$ cat src/rtl/dbg_pkg.sv
package dbg_pkg;

  typedef enum logic [2:0] {
    CAUSE_NONE    = 3'd0,
    CAUSE_TRIGGER = 3'd2,
    CAUSE_HALTREQ = 3'd3,
    CAUSE_STEP    = 3'd4
  } cause_e;

  localparam logic [11:0] A_TSEL  = 12'h7A0;
  localparam logic [11:0] A_TCTL  = 12'h7A1;
  localparam logic [11:0] A_TADDR = 12'h7A2;
  localparam logic [11:0] A_TINFO = 12'h7A4;
  localparam logic [11:0] A_DSTAT = 12'h7B0;
  localparam logic [11:0] A_DPC   = 12'h7B1;

  localparam logic [3:0]  TRIG_TYPE_EXEC = 4'd6;
  localparam logic [3:0]  TRIG_TYPE_OFF  = 4'hF;
  localparam logic [3:0]  TRIG_ACT_DEBUG = 4'd1;
  localparam logic [31:0] TINFO_VALUE    = 32'h0100_0040;
  localparam logic [3:0]  DEBUG_VERSION  = 4'd4;

endpackage

$ cat src/rtl/dbg_trigger.sv
module dbg_trigger #(
  parameter int XLEN = 32
) (
  input  logic            clk,
  input  logic            rst_n,
  input  logic            wr_ctl,
  input  logic            wr_addr,
  input  logic [XLEN-1:0] wdata,
  input  logic            cmp_valid,
  input  logic [XLEN-1:0] cmp_pc,
  input  logic            suppress,
  output logic [XLEN-1:0] ctl_q,
  output logic [XLEN-1:0] addr_q,
  output logic            hit
);
  import dbg_pkg::*;

  localparam logic [XLEN-1:0] CTL_OFF = {TRIG_TYPE_OFF, {(XLEN-4){1'b0}}};

  logic [XLEN-1:0] ctl_d, addr_d;
  logic            ctl_en, addr_en;
  logic            armed;

  always_comb begin
    ctl_en  = wr_ctl;
    addr_en = wr_addr;
    ctl_d   = (wdata[XLEN-1 -: 4] == TRIG_TYPE_EXEC) ? wdata : CTL_OFF;
    addr_d  = wdata;
  end

  always_ff @(posedge clk or negedge rst_n) begin
    if (!rst_n) begin
      ctl_q  <= CTL_OFF;
      addr_q <= '0;
    end else begin
      if (ctl_en)  ctl_q  <= ctl_d;
      if (addr_en) addr_q <= addr_d;
    end
  end

  always_comb begin
    armed = (ctl_q[XLEN-1 -: 4] == TRIG_TYPE_EXEC) &&
            (ctl_q[15:12] == TRIG_ACT_DEBUG) && ctl_q[6] && ctl_q[2];
    hit   = armed && cmp_valid && !suppress && (cmp_pc == addr_q);
  end

endmodule

$ cat src/rtl/dbg_csr_port.sv
module dbg_csr_port #(
  parameter int XLEN = 32
) (
  input  logic            halted,
  input  logic            we,
  input  logic [11:0]     addr,
  input  logic [XLEN-1:0] dstat,
  input  logic [XLEN-1:0] dpc,
  input  logic [XLEN-1:0] tctl,
  input  logic [XLEN-1:0] taddr,
  output logic [XLEN-1:0] rdata,
  output logic            hit,
  output logic            wr_dstat,
  output logic            wr_dpc,
  output logic            wr_tctl,
  output logic            wr_taddr
);
  import dbg_pkg::*;

  logic wr_ok;

  always_comb begin
    wr_ok = we && halted;
    hit   = 1'b1;
    rdata = '0;
    unique case (addr)
      A_TSEL:  rdata = '0;
      A_TCTL:  rdata = tctl;
      A_TADDR: rdata = taddr;
      A_TINFO: rdata = XLEN'(TINFO_VALUE);
      A_DSTAT: rdata = dstat;
      A_DPC:   rdata = dpc;
      default: hit = 1'b0;
    endcase
    wr_dstat = wr_ok && (addr == A_DSTAT);
    wr_dpc   = wr_ok && (addr == A_DPC);
    wr_tctl  = wr_ok && (addr == A_TCTL);
    wr_taddr = wr_ok && (addr == A_TADDR);
  end

endmodule

$ cat src/rtl/dbg_halt_fsm.sv
module dbg_halt_fsm #(
  parameter int XLEN    = 32,
  parameter int PC_STEP = 4,
  parameter logic [XLEN-1:0] BOOT_PC = '0
) (
  input  logic            clk,
  input  logic            rst_n,
  input  logic            halt_req,
  input  logic            resume_req,
  input  logic            insn_valid,
  input  logic [XLEN-1:0] insn_pc,
  input  logic            trig_hit,
  input  logic            wr_dstat,
  input  logic            wr_dpc,
  input  logic [XLEN-1:0] wdata,
  output logic            halted_q,
  output logic [2:0]      cause_q,
  output logic            step_q,
  output logic [XLEN-1:0] dpc_q,
  output logic            first_q,
  output logic            ack_q,
  output logic            kill
);
  import dbg_pkg::*;

  localparam logic [XLEN-1:0] INC = XLEN'(PC_STEP);

  logic            halted_d, step_d, first_d, ack_d;
  logic [2:0]      cause_d;
  logic [XLEN-1:0] dpc_d, npc_d, npc_q;

  always_comb begin
    halted_d = halted_q;
    cause_d  = cause_q;
    step_d   = step_q;
    dpc_d    = dpc_q;
    npc_d    = npc_q;
    first_d  = first_q;
    ack_d    = 1'b0;
    kill     = 1'b0;
    if (!halted_q) begin
      if (insn_valid) begin
        if (trig_hit) begin
          kill     = 1'b1;
          halted_d = 1'b1;
          cause_d  = CAUSE_TRIGGER;
          dpc_d    = insn_pc;
        end else if (halt_req) begin
          kill     = 1'b1;
          halted_d = 1'b1;
          cause_d  = CAUSE_HALTREQ;
          dpc_d    = insn_pc;
        end else begin
          npc_d   = insn_pc + INC;
          first_d = 1'b0;
          if (step_q) begin
            halted_d = 1'b1;
            cause_d  = CAUSE_STEP;
            dpc_d    = insn_pc + INC;
          end
        end
      end else if (halt_req) begin
        halted_d = 1'b1;
        cause_d  = CAUSE_HALTREQ;
        dpc_d    = npc_q;
      end
    end else begin
      kill = insn_valid;
      if (wr_dstat) step_d = wdata[2];
      if (wr_dpc)   dpc_d  = wdata;
      if (resume_req && !halt_req) begin
        halted_d = 1'b0;
        ack_d    = 1'b1;
        first_d  = 1'b1;
        npc_d    = wr_dpc ? wdata : dpc_q;
      end
    end
  end

  always_ff @(posedge clk or negedge rst_n) begin
    if (!rst_n) begin
      halted_q <= 1'b0;
      cause_q  <= CAUSE_NONE;
      step_q   <= 1'b0;
      dpc_q    <= '0;
      npc_q    <= BOOT_PC;
      first_q  <= 1'b0;
      ack_q    <= 1'b0;
    end else begin
      halted_q <= halted_d;
      cause_q  <= cause_d;
      step_q   <= step_d;
      dpc_q    <= dpc_d;
      npc_q    <= npc_d;
      first_q  <= first_d;
      ack_q    <= ack_d;
    end
  end

endmodule

$ cat src/rtl/hart_debug_ctrl.sv
module hart_debug_ctrl #(
  parameter int XLEN    = 32,
  parameter int PC_STEP = 4,
  parameter logic [XLEN-1:0] BOOT_PC = 32'h0000_0080
) (
  input  logic            clk,
  input  logic            rst_n,
  input  logic            halt_req_i,
  input  logic            resume_req_i,
  input  logic            wfi_i,
  input  logic            insn_valid_i,
  input  logic [XLEN-1:0] insn_pc_i,
  input  logic            csr_we_i,
  input  logic [11:0]     csr_addr_i,
  input  logic [XLEN-1:0] csr_wdata_i,
  output logic [XLEN-1:0] csr_rdata_o,
  output logic            csr_hit_o,
  output logic            insn_kill_o,
  output logic            halted_o,
  output logic            resume_ack_o,
  output logic [XLEN-1:0] resume_pc_o,
  output logic            wfi_wake_o
);
  import dbg_pkg::*;

  logic            halted, step, first, ack, kill, trig_hit;
  logic [2:0]      cause;
  logic [XLEN-1:0] dpc, tctl, taddr, dstat;
  logic            wr_dstat, wr_dpc, wr_tctl, wr_taddr;

  always_comb begin
    dstat = '0;
    dstat[XLEN-1 -: 4] = DEBUG_VERSION;
    dstat[8:6]         = cause;
    dstat[2]           = step;
    dstat[1:0]         = 2'b11;
  end

  dbg_csr_port #(.XLEN(XLEN)) u_port (
    .halted   (halted),
    .we       (csr_we_i),
    .addr     (csr_addr_i),
    .dstat    (dstat),
    .dpc      (dpc),
    .tctl     (tctl),
    .taddr    (taddr),
    .rdata    (csr_rdata_o),
    .hit      (csr_hit_o),
    .wr_dstat (wr_dstat),
    .wr_dpc   (wr_dpc),
    .wr_tctl  (wr_tctl),
    .wr_taddr (wr_taddr)
  );

  dbg_trigger #(.XLEN(XLEN)) u_trig (
    .clk       (clk),
    .rst_n     (rst_n),
    .wr_ctl    (wr_tctl),
    .wr_addr   (wr_taddr),
    .wdata     (csr_wdata_i),
    .cmp_valid (insn_valid_i && !halted),
    .cmp_pc    (insn_pc_i),
    .suppress  (first),
    .ctl_q     (tctl),
    .addr_q    (taddr),
    .hit       (trig_hit)
  );

  dbg_halt_fsm #(.XLEN(XLEN), .PC_STEP(PC_STEP), .BOOT_PC(BOOT_PC)) u_fsm (
    .clk        (clk),
    .rst_n      (rst_n),
    .halt_req   (halt_req_i),
    .resume_req (resume_req_i),
    .insn_valid (insn_valid_i),
    .insn_pc    (insn_pc_i),
    .trig_hit   (trig_hit),
    .wr_dstat   (wr_dstat),
    .wr_dpc     (wr_dpc),
    .wdata      (csr_wdata_i),
    .halted_q   (halted),
    .cause_q    (cause),
    .step_q     (step),
    .dpc_q      (dpc),
    .first_q    (first),
    .ack_q      (ack),
    .kill       (kill)
  );

  assign insn_kill_o  = kill;
  assign halted_o     = halted;
  assign resume_ack_o = ack;
  assign resume_pc_o  = dpc;
  assign wfi_wake_o   = wfi_i && halt_req_i && !halted;

endmodule

$ cat config.mk
export PLATFORM = sky130hd
export DESIGN_NAME = hart_debug_ctrl
export DESIGN_NICKNAME = d
export VERILOG_FILES = /design/src/rtl/dbg_pkg.sv /design/src/rtl/dbg_trigger.sv /design/src/rtl/dbg_csr_port.sv /design/src/rtl/dbg_halt_fsm.sv /design/src/rtl/hart_debug_ctrl.sv
export SDC_FILE = /design/constraint.sdc
export NUM_CORES = 1
export LEC_CHECK = 0
export ABC_AREA = 1
export BUFFER_PORTS_ARGS = -buffer_cell sky130_fd_sc_hd__buf_2
export CORE_ASPECT_RATIO = 2
export CORE_MARGIN = 2
export CORE_UTILIZATION = 25
export CTS_CLUSTER_SIZE = 28
export DETAILED_ROUTE_END_ITERATION = 16
export SETUP_SLACK_MARGIN = 0.2
export SYNTH_ARGS = -nofsm -noshare
export SYNTH_HDL_FRONTEND = slang
export SYNTH_HIERARCHICAL = 1
export SYNTH_SLANG_ARGS = --single-unit
export TNS_END_PERCENT = 10
$ cat constraint.sdc
create_clock -name clk -period 2.8 [get_ports clk]
set_input_delay 0.28 -clock clk [delete_from_list [all_inputs] [get_ports clk]]
set_output_delay 0.28 -clock clk [all_outputs]
set_load 0.005 [all_outputs]
# After elaboration in Yosys (flattened, before gate mapping)
# Cells that the tools add are included.
# totals
ff_bits	135
in_bits	83
output_inout_bits	69
# classes
addsub	1
eq_ne	13
muxes	37
bitwise_logic	1
n_reduce_logical	28
# op_table
cell	n
32-bit two-way mux	13
32-bit case mux with 5 select lines	1
12-bit by 11-bit equality test with 1-bit output (second input constant)	6
32-bit by 3-bit adder with 32-bit output (second input constant)	1
32-bit equality test	1
1-bit two-way mux	18
1-bit logical AND	15
3-bit two-way mux	5
4-bit by 3-bit equality test with 1-bit output (second input constant)	2
3-bit nonzero test	2
6-bit OR reduction	1
4-bit by 1-bit equality test with 1-bit output (second input constant)	1
2-bit by 1-bit != test with 1-bit output (second input constant)	2
2-bit AND reduction	2
4-bit AND reduction	1
2-bit nonzero test	2
4-bit nonzero test	1
1-bit logical NOT	3
3-bit AND reduction	1
2-bit != test (second input constant)	1
1-bit NOT	1

# Depth between registers and ports, before layout
# depth
ltp_word	10
mapped_depth	17
mapped_depth_nobuf	16

# By module
# Netlist, hierarchy kept.
# modules_own_cells
module	n_inst	cells_each	area_each_um2	seq_area_each_um2
dbg_halt_fsm	1	788	5058.6	1778.0
dbg_trigger	1	373	3140.5	1606.5
dbg_csr_port	1	243	1376.3	0.0
hart_debug_ctrl	1	6	25.0	0.0

# Worst setup path before layout
# No wires, ideal clock.
# synth_timing
path_type	input -> register
from	input port csr_addr_i[9]
to	register u_fsm.npc_q[3]
setup_time_ps	126
arrival_time_ps	1948
t_required_ps	2674
slack_ps	726
cell_stages	12
n_path_buf	1
cell_sequence	nand2_1 > inv_1 > nand2_2 > nor2_8 > nand2_1 > nor3_1 > inv_1 > clkbuf_1 > o21ai_0 > o21ai_0 > nand2_1 > o21ai_0
# synth_between
elab_chain_len	5
# synth_lines
item	line	source
start: declaration	hart_debug_ctrl.sv:14	input logic [11:0] csr_addr_i,
12-bit by 11-bit equality test with 1-bit output	dbg_csr_port.sv:36	wr_dpc = wr_ok && (addr == A_DPC);
1-bit logical AND	dbg_csr_port.sv:36	
via wr_dpc	hart_debug_ctrl.sv:29	logic wr_dstat, wr_dpc, wr_tctl, wr_taddr;
32-bit two-way mux	--	
32-bit two-way mux	dbg_halt_fsm.sv:71	if (resume_req && !halt_req) begin
32-bit two-way mux	dbg_halt_fsm.sv:41	if (!halted_q) begin
end signal: assignment	dbg_halt_fsm.sv:94	npc_q <= npc_d;
end: declaration	dbg_halt_fsm.sv:30	logic [XLEN-1:0] dpc_d, npc_d, npc_q;
# The timed path passes the listed nets, and every way through them passes these cells. The select of a mux whose other input is x is not followed.
# A chain may end at the register's enable or synchronous reset.

# Final worst setup path
# layout_timing
from	register u_fsm.halted_q
to	output port insn_kill_o
# layout_between
elab_chain_len	8
# layout_lines
item	line	source
start: declaration	dbg_halt_fsm.sv:16	output logic halted_q,
start signal: assignment	dbg_halt_fsm.sv:90	halted_q <= halted_d;
1-bit logical NOT	hart_debug_ctrl.sv:61	.cmp_valid (insn_valid_i && !halted),
1-bit logical AND	hart_debug_ctrl.sv:61	
1-bit logical AND (3 in a row)	dbg_trigger.sv:44	hit = armed && cmp_valid && !suppress && (cmp_pc == addr_q);
1-bit two-way mux	dbg_halt_fsm.sv:43	if (trig_hit) begin
1-bit two-way mux	dbg_halt_fsm.sv:42	if (insn_valid) begin
1-bit two-way mux *	dbg_halt_fsm.sv:41	
end: declaration	hart_debug_ctrl.sv:18	output logic insn_kill_o,
# Every way passes the cells marked *; elsewhere a longest branch is shown, timed or not.

==> impl_results.md <==
* FF+latch count, synth at about 140
* Final worst path period share at 0.916
* Setup TNS Final at 0 ps
* Sink Count at ~140
* DR WL/cell at between 15 and 20 um
* Vias in the first global route at between 9000 and 10000
* Final Instance Area at 11500 um2
* Seq/Total Area, Yosys at 0.353
* Placed cell area at 10800 um2
* Reg-to-Reg End: u_fsm/dpc_q[14]
* FFs w/ async S/R, synth at 1.00
* Vias/cell at 5.17
* CTS tree: built
* Bufs on Longest Clock Path at 2
* RSZ-0062 raised after global routing: true
* F_max at between 0.3 and 0.4 GHz
* Arrival time at the worst endpoint at ~2300 ps
* Reg-to-reg slack, setup at ~320 ps
* Sw power at approximately 2.6 mW
* Flop pwr share at 0.403
* Synth top area cells: dfrtp_1, nand2_1, nor2_1
* Site Rows at 101
* Final Hold Vio Count at 0
* Tmin final at around 2600 ps
* Leakage at 5.51 nW
* Die Span X at ~140 um
* DRT Pass-1 Iters at 5
* Pin count of the biggest net entering global routing at 63
* Most frequent cells in the layout: nand2_1, nor2_1, buf_2
* Synthesized area at 9600 um2
* DRT iter0 DRCs at 1067
* Syn_area_per_cell at 6.81 um2
* GP Congestion at between 0.9 and 1
* Run status: complete, no violations
* Initial Util at 0.253
* DIE AREA at 40100 um2
* Int Pwr at 4.53 mW
* Final Max Slew Viols at 0
* CP Capture Type: primary output
* WL met3 at 2120 um
* Cells after Synth at 1410
* Worst hold slack at 92.8 ps
* Maximum VDD drop at between 400 and 500 uV
* Most common cell after layout, fill and taps aside: nand2_1
* DP HPWL at 30300 um
* Final Setup Violations at 0
* Clock Skew at around 11 ps
* Synth cell types at 37
* Worst path required time at 2520 ps
* Worst rel slew slack at 0.404
* Max-cap viol count at 0
* Combinational share of power at 0.270
* EDFF count, synth at 0
* Num CTS Buffers at 17
* Final wirelength at 40400 um
* Clock Tree Root: clkbuf_16
* CP startpoint: u_fsm/halted_q
* IO Pins at 152
* RR Startpoint: u_trig/addr_q[21]
* Pin slew with the least headroom to its limit at 894 ps
* Reg2Reg Depth at 17
* Layout cells sized above 1 at 0.185
* Post-synth top area cell: dfrtp_1
* H-tree depth at 4
* Dpl ws at 222 ps
* Met2 WL at ~20000 um
* Yosys synthesis warning count at 6
* Synth-to-Final Area Change at 19.7%
* Clock slew at the register clock pins of the worst setup and hold paths at 60 ps
* Startpoint type of the worst setup path: register
* CP Max Fanout at 48
* Die height at 281 um
* Clock share of power at 0.326
* Setup ws final at 236 ps
* Port Buf Inserts at 151
* Met1 wire length at 15100 um
* Final cell count without fillers at 2031
* Setup crit end: insn_kill_o
* Core area at 37900 um2
* Fillers at between 4000 and 5000
* ANT nets after route at 0
* DRC Markers at 0
* Top-area cell type share of the netlist area at 0.339
* Top FF cell, synth: dfrtp_1
* Antenna violations before repair at 2
* Global-route wire length before repair at 60400 um
* Fin nets at 1638
* Sw Ratio at 0.363
* Cell Pwr Density at 618 nW/um2
* Vias at about 11000
* Tot GR Track Use at 0.199
* Inst Count DP at between 1500 and 2000
* Critical path class: reg -> out
* Hold WC Path Type: in -> reg
* Top Metal Used: met5
* Global route total overflow at 0
* Worst-skew pair later-pin latency at 440 ps
==> worst min path at each step <==
stage / cells past startpoint / endpoint / from
6_report: 3 / u_trig/addr_q[9] / csr_wdata_i[9]
5_1_grt: 3 / u_trig/addr_q[16] / csr_wdata_i[16]
4_1_cts: 3 / u_trig/addr_q[14] / csr_wdata_i[14]
3_5_place_dp: 1 / u_fsm/dpc_q[3] / rst_n
3_3_place_gp: 1 / u_fsm/dpc_q[3] / rst_n
2_1_floorplan: 0 / u_fsm/ack_q / rst_n
==> sequential cells by signal (all words and copies together) (netlist names) <==
name	cells
u_fsm/halted_q	1
u_fsm/step_q	1
u_fsm/first_q	1
u_fsm/dpc_q	32
u_trig/ctl_q	32
u_fsm/npc_q	32
u_trig/addr_q	32
u_fsm/cause_q	3
u_fsm/ack_q	1
==> through the flow <==
stage	utilization	total power, mW
final	0.303	7.11
after global routing	0.303	7.49
after CTS	0.303	7.11
after detailed placement	0.286	4.78
after global placement	0.286	4.74
after floorplan	-	3.82
==> final cells by class <==
class                           instances  area, um2  share of cell area
Multi-Input combinational cell       1109       5400               0.470
Inverter                              104        390              0.0340
Clock inverter                          9        125              0.0109
Antenna cell                            1       2.50            0.000218
Sequential cell                       135       3380               0.295
Timing Repair Buffer                  187       1150              0.0997
Clock buffer                           23        458              0.0399
Tap cell                              463        579              0.0504
==> what timing repair did <==
action | in CTS | in global routing
hold buffers | 1 | 0
endpoints found under the setup margin | 1 | 14
gates cloned | 0 | 0
buffers inserted | 2 | 0
pin swaps | 1 | 0
resized for setup | 6 | 3
endpoints found under the hold margin | 48 | 0
==> worst max-delay path, stage by stage, from the launching register on <==
cell and delay (ps):
dfrtp_1 360, buf_6 370, clkinv_1 370, buf_4 370
a21oi_2 190, buf_2 130
==> kinds of logic after synthesis <==
kind of cell | after synthesis | share of synthesized area
and+or+nand+nor | 810 | 0.376
AOI/OAI and AO/OA | 234 | 0.130
buffers and inverters | 192 | 0.0993
DFF | 135 | 0.353
xor gates and xnor gates | 23 | 0.0210
muxes | 13 | 0.0192
other | 2 | 0.000782
adders and majority gates | 1 | 0.00130
==> power groups by stage <==
stage	clock [mW]	combinational, mW	sequential (mW)
final	2.32	1.92	2.87
after global routing	2.43	2.14	2.92
after CTS	2.36	1.90	2.86
after detailed placement	0	1.88	2.89
after global placement	0	1.85	2.89
after floorplan	0	1.09	2.73
==> Yosys cell counts, types with 7 or more instances <==
master      n
inv_1      99
nand4_1   101
xor2_1     13
buf_6      17
nand2_2     7
dfrtp_1   130
o21ai_1    13
nand2_1   366
a21oi_1    76
buf_2      29
o21ai_2    12
clkbuf_1   28
a31oi_1    12
o21ai_0   114
nor2_4      9
nor2_2     11
nor2_1    208
buf_4      10
mux2_4     10
nand3_1    91
xnor2_1    10
==> layer usage <==
metal,global-route usage,vias up
met4,0.147,2
met5,0,-
met3,0.0276,125
met2,0.335,465
li1,-,4902
met1,0.227,5009
Note: power is estimated with default switching activity, not from simulation.
